===== config.mk =====
export PLATFORM = sky130hd
export DESIGN_NAME = uart_tx_fmt
export DESIGN_NICKNAME = d
export VERILOG_FILES = /design/src/rtl/uart_tx_pkg.sv /design/src/rtl/uart_tx_phase.sv /design/src/rtl/uart_tx_hold.sv /design/src/rtl/uart_tx_shift.sv /design/src/rtl/uart_tx_fmt.sv
export SDC_FILE = /design/constraint.sdc
export NUM_CORES = 1
export LEC_CHECK = 0
export BUFFER_PORTS_ARGS = -buffer_cell sky130_fd_sc_hd__buf_2
export CORE_ASPECT_RATIO = 1.75
export CORE_MARGIN = 4
export CORE_UTILIZATION = 35
export CTS_CLUSTER_DIAMETER = 80
export DETAILED_ROUTE_END_ITERATION = 7
export PLACE_DENSITY_LB_ADDON = 0.1
export SLEW_MARGIN = 5
export SYNTH_ARGS = -nofsm -noshare
export SYNTH_HDL_FRONTEND = slang
export SYNTH_SLANG_ARGS = --single-unit

===== constraint.sdc =====
create_clock -name clk -period 2.1 [get_ports clk]
set_input_delay 0.42 -clock clk [delete_from_list [all_inputs] [get_ports clk]]
set_output_delay 0.42 -clock clk [all_outputs]
set_load 0.01 [all_outputs]

===== src/rtl/uart_tx_pkg.sv =====
package uart_tx_pkg;

  localparam int CHAR_W  = 8;
  localparam int LEN_MIN = 5;
  localparam int BODY_W  = 4;

  typedef enum logic [1:0] {
    TX_IDLE,
    TX_START,
    TX_BITS,
    TX_STOP
  } tx_state_e;

  function automatic logic [BODY_W-1:0] char_bits(input logic [1:0] code);
    return BODY_W'(LEN_MIN) + {2'b00, code};
  endfunction

endpackage


===== src/rtl/uart_tx_phase.sv =====
module uart_tx_phase #(
  parameter int OVERSAMPLE = 16
) (
  input  logic clk,
  input  logic rst_n,
  output logic bit_end
);

  localparam int PH_W = (OVERSAMPLE > 1) ? $clog2(OVERSAMPLE) : 1;
  localparam logic [PH_W-1:0] PH_LAST = PH_W'(OVERSAMPLE - 1);

  logic [PH_W-1:0] phase_q, phase_d;

  assign bit_end = (phase_q == PH_LAST);

  always_comb begin
    if (bit_end) phase_d = '0;
    else         phase_d = phase_q + PH_W'(1);
  end

  always_ff @(posedge clk or negedge rst_n) begin
    if (!rst_n) phase_q <= '0;
    else        phase_q <= phase_d;
  end

endmodule


===== src/rtl/uart_tx_hold.sv =====
module uart_tx_hold
  import uart_tx_pkg::*;
(
  input  logic              clk,
  input  logic              rst_n,
  input  logic              wr_n,
  input  logic [CHAR_W-1:0] wr_data,
  input  logic              take,
  output logic              full,
  output logic [CHAR_W-1:0] data
);

  logic              full_q, full_d;
  logic [CHAR_W-1:0] data_q, data_d;
  logic              data_en;

  assign data_en = !wr_n;

  always_comb begin
    full_d = full_q;
    if (take)  full_d = 1'b0;
    if (!wr_n) full_d = 1'b1;
    data_d = data_en ? wr_data : data_q;
  end

  always_ff @(posedge clk or negedge rst_n) begin
    if (!rst_n) full_q <= 1'b0;
    else        full_q <= full_d;
  end

  always_ff @(posedge clk or negedge rst_n) begin
    if (!rst_n)       data_q <= '0;
    else if (data_en) data_q <= data_d;
  end

  assign full = full_q;
  assign data = data_q;


  write_sets_full_chk: assert property (@(posedge clk) disable iff (!rst_n)
    !wr_n |=> full_q);


  take_needs_char_chk: assert property (@(posedge clk) disable iff (!rst_n)
    take |-> full_q);

endmodule


===== src/rtl/uart_tx_shift.sv =====
module uart_tx_shift
  import uart_tx_pkg::*;
#(
  parameter int OVERSAMPLE = 16
) (
  input  logic              clk,
  input  logic              rst_n,
  input  logic              bit_end,
  input  logic              buf_full,
  input  logic [CHAR_W-1:0] buf_data,
  input  logic [1:0]        len_code,
  input  logic              stop_two,
  input  logic              par_even,
  input  logic              par_off,
  output logic              take,
  output logic              txd,
  output logic              idle
);

  localparam int STOP_W = $clog2(2 * OVERSAMPLE + 1);
  localparam logic [STOP_W-1:0] STOP_ONE  = STOP_W'(OVERSAMPLE);
  localparam logic [STOP_W-1:0] STOP_HALF = STOP_W'(OVERSAMPLE + OVERSAMPLE / 2);
  localparam logic [STOP_W-1:0] STOP_TWO  = STOP_W'(2 * OVERSAMPLE);

  tx_state_e          state_q, state_d;
  logic [CHAR_W:0]    sh_q, sh_d;
  logic [BODY_W-1:0]  left_q, left_d;
  logic [STOP_W-1:0]  stop_q, stop_d;
  logic [STOP_W-1:0]  stop_len_q, stop_len_d;
  logic               txd_q, txd_d;

  logic [BODY_W-1:0]  nbits;
  logic [BODY_W-1:0]  body;
  logic [CHAR_W-1:0]  mask;
  logic [CHAR_W-1:0]  masked;
  logic               par_bit;
  logic [CHAR_W:0]    word;
  logic [STOP_W-1:0]  stop_pick;
  logic               shifter_free;

  // frame assembly from the buffer and the live format inputs
  always_comb begin
    nbits     = char_bits(len_code);
    body      = nbits + (par_off ? BODY_W'(0) : BODY_W'(1));
    mask      = ~({CHAR_W{1'b1}} << nbits);
    masked    = buf_data & mask;
    par_bit   = (^masked) ^ !par_even;
    word      = {1'b0, masked} | ({{CHAR_W{1'b0}}, par_bit & !par_off} << nbits);
    if (!stop_two)              stop_pick = STOP_ONE;
    else if (len_code == 2'b00) stop_pick = STOP_HALF;
    else                        stop_pick = STOP_TWO;
  end

  assign shifter_free = (state_q == TX_IDLE) ||
                        ((state_q == TX_STOP) && (stop_q == '0));
  assign take = bit_end && buf_full && shifter_free;

  always_comb begin
    state_d    = state_q;
    sh_d       = sh_q;
    left_d     = left_q;
    stop_d     = stop_q;
    stop_len_d = stop_len_q;
    txd_d      = txd_q;
    case (state_q)
      TX_IDLE: txd_d = 1'b1;
      TX_START: begin
        if (bit_end) begin
          state_d = TX_BITS;
          txd_d   = sh_q[0];
          sh_d    = sh_q >> 1;
          left_d  = left_q - BODY_W'(1);
        end
      end
      TX_BITS: begin
        if (bit_end) begin
          if (left_q != '0) begin
            txd_d  = sh_q[0];
            sh_d   = sh_q >> 1;
            left_d = left_q - BODY_W'(1);
          end else begin
            state_d = TX_STOP;
            txd_d   = 1'b1;
            stop_d  = stop_len_q - STOP_W'(1);
          end
        end
      end
      TX_STOP: begin
        if (stop_q == '0) state_d = TX_IDLE;
        else              stop_d  = stop_q - STOP_W'(1);
      end
      default: state_d = TX_IDLE;
    endcase
    if (take) begin
      state_d    = TX_START;
      txd_d      = 1'b0;
      sh_d       = word;
      left_d     = body;
      stop_len_d = stop_pick;
    end
  end

  always_ff @(posedge clk or negedge rst_n) begin
    if (!rst_n) begin
      state_q    <= TX_IDLE;
      sh_q       <= '0;
      left_q     <= '0;
      stop_q     <= '0;
      stop_len_q <= STOP_ONE;
      txd_q      <= 1'b1;
    end else begin
      state_q    <= state_d;
      sh_q       <= sh_d;
      left_q     <= left_d;
      stop_q     <= stop_d;
      stop_len_q <= stop_len_d;
      txd_q      <= txd_d;
    end
  end

  assign txd  = txd_q;
  assign idle = (state_q == TX_IDLE);


  bits_hold_between_ticks_chk: assert property (@(posedge clk) disable iff (!rst_n)
    (state_q == TX_BITS && $past(state_q) == TX_BITS && !$past(bit_end)) |-> $stable(txd_q));


  stop_line_high_chk: assert property (@(posedge clk) disable iff (!rst_n)
    (state_q == TX_STOP) |-> txd_q);


  start_from_boundary_chk: assert property (@(posedge clk) disable iff (!rst_n)
    (state_q == TX_START && $past(state_q) != TX_START) |-> ($past(bit_end) && $past(buf_full)));


  empty_after_stop_chk: assert property (@(posedge clk) disable iff (!rst_n)
    $rose(idle) |-> ($past(state_q) == TX_STOP));

endmodule


===== src/rtl/uart_tx_fmt.sv =====
module uart_tx_fmt
  import uart_tx_pkg::*;
#(
  parameter int OVERSAMPLE = 16
) (
  input  logic              clk,
  input  logic              rst_n,
  input  logic              load_n,
  input  logic [CHAR_W-1:0] tx_data,
  input  logic [1:0]        len_code,
  input  logic              stop_two,
  input  logic              par_even,
  input  logic              par_off,
  output logic              txd,
  output logic              buf_empty,
  output logic              shift_empty
);

  logic [1:0]        rst_sync_q;
  logic              rst_s;
  logic              bit_end;
  logic              take;
  logic              buf_full;
  logic [CHAR_W-1:0] buf_data;

  // asynchronous assertion, synchronous release
  always_ff @(posedge clk or negedge rst_n) begin
    if (!rst_n) rst_sync_q <= 2'b00;
    else        rst_sync_q <= {rst_sync_q[0], 1'b1};
  end
  assign rst_s = rst_sync_q[1];

  uart_tx_phase #(.OVERSAMPLE(OVERSAMPLE)) u_phase (
    .clk     (clk),
    .rst_n   (rst_s),
    .bit_end (bit_end)
  );

  uart_tx_hold u_hold (
    .clk     (clk),
    .rst_n   (rst_s),
    .wr_n    (load_n),
    .wr_data (tx_data),
    .take    (take),
    .full    (buf_full),
    .data    (buf_data)
  );

  uart_tx_shift #(.OVERSAMPLE(OVERSAMPLE)) u_shift (
    .clk      (clk),
    .rst_n    (rst_s),
    .bit_end  (bit_end),
    .buf_full (buf_full),
    .buf_data (buf_data),
    .len_code (len_code),
    .stop_two (stop_two),
    .par_even (par_even),
    .par_off  (par_off),
    .take     (take),
    .txd      (txd),
    .idle     (shift_empty)
  );

  assign buf_empty = !buf_full;

endmodule


==> key figures <==
Run status
  • Status: complete, no violations

STA
  • Final Skew: ~0.006 ns
  • Fin crit period: 1.898 ns
  • Crit share post-route: 0.9037
  • Fmax: 526.9 MHz
  • RSZ-0062 raised after global routing: no
  • Final Slew Violations: 0
  • Final hold violation count: 0
  • Final setup vio count: 0
  • Relative slew margins: 0.6653
  • Slew @ Worst Pin: roughly 0.5 ns

Critical path
  • Startpoint class of the critical path: register
  • Crit-path max cell delay: 0.38 ns
  • Crit-path cells: inv_1 -> ha_1 -> nor3b_2 -> buf_4 -> a21bo_2 -> a211oi_1 -> a32oi_1 -> o211ai_1
  • Critical path endpoint category: register
  • Critical Path AT: 2.10 ns
  • Critical Path Start: u_shift.left_q[0]
  • Worst Path Required: 2.30 ns
  • R2R depth: 8
  • R2r startpoint: u_shift.left_q[0]
  • Slowest CP cell: dfrtp_1
  • Critical path class: reg2reg
  • Max Fanout on Critical Path: 6
  • R2R setup slack: 0.20 ns
  • Worst flop-to-flop path endpoint: u_shift.sh_q[7]

Clock network
  • Clock slew at reported path FFs: 0.06 ns
  • CTS H-tree depth: 2
  • Clk buf depth: 2
  • Postcts setup bufs: 0
  • Worst-Skew Late Latency: 0.29 ns
  • Number of buffers created by CTS: 5
  • Root buffer selected by CTS: clkbuf_16
  • Clock sink total: 40
  • CTS tree: built

Layout
  • Layout Cells excl Fill: 345
  • Layout cell share with drive strength beyond 1: 0.2433
  • Fin util: 0.4236
  • Total Nets Final: between 200 and 300
  • # diodes: 0
  • Layout area overhead: 18.89%

Synthesis
  • Simple-gate share of the synthesized area: 0.1445
  • Adder-cell share of the synthesized area: 0.06818
  • Synth top area share: 0.4113
  • Sequential share of the synthesized area: 0.4340
  • Yosys warning total: 0
  • Most used DFF post-synth: dfrtp_1
  • Largest area contributor in the netlist: dfrtp_1
  • Mapped cell area: between 2000 and 2500 µm²
  • Count of flip-flops with a built-in enable after synthesis: 0
  • Main combinational cell family by area after synthesis: compound AO/OA/AOI/OAI gates
  • Syn nets: 254
  • Syn Inst Count: about 230
  • Top post-synthesis cells by count: dfrtp_1 (38), inv_1 (17), nand2_1 (16), o21ai_0 (16)
  • Flip-flop and latch count after synthesis: 40
  • Xor/xnor cell area share of the yosys netlist: 0.05195
  • Most common cell in the netlist: dfrtp_1
  • Top cells by area, synth: dfrtp_1 (41%), ha_1 (6.0%), mux2_2 (4.9%), o21ai_0 (3.5%), xnor2_1 (3.4%)
  • Distinct cells, synth: between 50 and 60
  • Syn Area/Cell: between 10 and 15 µm²
  • Multiplexer share of the synthesized area: 0.07468
  • Async set or reset register ratio after synthesis: 1.000
  • Complex-gate fraction of the synthesized area: 0.1807

Floorplanning
  • Row count: 39
  • Starting Density: 0.3563
  • Die H: 115.5 µm
  • Chip width: approximately 69 µm
  • IO Pins: 19
  • Die ar.: 8022 µm²
  • Core Area: 6490 µm²

Place
  • Dpl cells: 336
  • Detail Placement HPWL: ~4200 µm
  • IO Port Bufs: 18
  • RePlAce Congestion: 0.8435

Global route
  • Global-route wire length before repair: 9232 µm
  • Pin count of the biggest net entering global routing: 39
  • All-Layer GR Usage: 0.1505
  • Vias in the first global route: 1906
  • GRT Residual Overflow: 0
  • Initial antenna violation count: 0

Power and ir drop
  • Leakage: 1.282 nW
  • P per Cell Area: about 700 nW/µm²
  • Worst IR drop on VDD: ~0.67 mV

Route
  • DR DRC count: 0
  • WL per Instance: about 16 µm
  • Vias per std cell: 5.168
  • Via count: 1783
  • DRT iter0 DRCs: 74
  • DRT Pass-1 Iters: 4
  • Final ANT Viol Nets: 0
  • Post-Route WL: between 5000 and 6000 µm

Job
  • Max cap viols: 0

Hold path
  • Tightest Hold Check Type: reg2async
through the flow:
stage	total power, W	cell area (µm²)	setup slack [ns]	TNS, ns	hold slack [ns]
6_report	0.001971	2749	0.2023	0	0.3029
5_1_grt	0.002089	2749	0.03530	0	0.3563
4_1_cts	0.002017	2746	0.1279	0	0.3350
3_5_place_dp	0.001205	2586	-0.01084	-0.01084	0.2065
3_3_place_gp	0.001203	2586	0.06335	0	0.2048
2_1_floorplan	0.001100	2312	0.2041	0	0.1244
worst max path at each step:
| stage | to | slack (ns) | depth (start not counted) |
|---|---|---|---|
| 2_1_floorplan | u_shift.sh_q[5] | 0.20 | 7 |
| 3_3_place_gp | u_shift.sh_q[5] | 0.06 | 8 |
| 3_5_place_dp | u_shift.sh_q[5] | -0.01 | 8 |
| 4_1_cts | u_shift.sh_q[5] | 0.13 | 7 |
| 5_1_grt | u_shift.left_q[3] | 0.04 | 7 |
| 6_report | u_shift.sh_q[7] | 0.20 | 8 |
report_power, final:
group	total, W	switching (W)	internal (W)
clock network	0.000786	0.000312	0.000473
logic	0.000335	0.000168	0.000167
registers	0.000850	0.0000337	0.000817
sequential cells by signal, indices dropped and copies added (netlist names):
name,count
u_phase.phase_q,4
u_shift.state_q,2
u_hold.full,1
u_shift.stop_len_q,3
u_shift.left_q,4
u_hold.data,8
u_shift.stop_q,6
u_shift.sh_q,9
rst_sync_q,2
u_shift.txd,1
cell type report:
type / count / area [µm²]
Clock inverter: 1 / 7.507
Tap cell: 82 / 102.6
Fill cell: 678 / 3741
Sequential cell: 40 / 1003
Timing Repair Buffer: 35 / 220.2
Clock buffer: 7 / 142.6
Inverter: 17 / 63.81
Multi-Input combinational cell: 163 / 1209
worst max-delay path: cells and delay by family (launching register included):
family	cells	cell delay, ns
adder cells (fa/ha/maj)	1	0.22
AO/OA/AOI/OAI	4	0.82
flip-flops	1	0.38
buffers and inverters	2	0.21
AND/OR/NAND/NOR	1	0.17
kinds of logic (layout without fill, tap and decap cells):
group                    count (synthesis)  in the layout
AO/OA/AOI/OAI                           62             62
AND/OR/NAND/NOR                         60             60
flip-flops                              40             40
buffers and inverters                   23             60
multiplexers                            16             16
adder cells (fa/ha/maj)                 12             12
XOR/XNOR                                12             12
other                                    1              1
layer usage:
metal  track usage  routed length [µm]  up-vias
li1              -                   -      874
met5             0                   0        -
met3       0.03125                 124       12
met1        0.1485                1959      877
met2        0.2883                3108       20
met4       0.08475                 175        0
placed cells by master, fill, tap and decap left out, drive strengths merged, types with 2 or more instances in the layout:
cell and count:
mux2 10, nor2b 2, buf 34, clkbuf 7, o211ai 3, inv 17, xnor2 9, and3 3
dfrtp 38, a21o 3, dfstp 2, o22ai 2, mux2i 6, o21ai 20, nand2 16, nor2 15
nor4 4, nor3b 2, a21oi 14, a21boi 4, ha 11, o31ai 3, nand4 5, nand3 5
xor2 2
timing repair:
item,in CTS,in global routing
hold buffers,1,0
endpoints found under the hold margin,2,0
setup endpoints to repair,0,1
resized for setup,0,1
No activity file was read; power rests on OpenSTA's default activity.
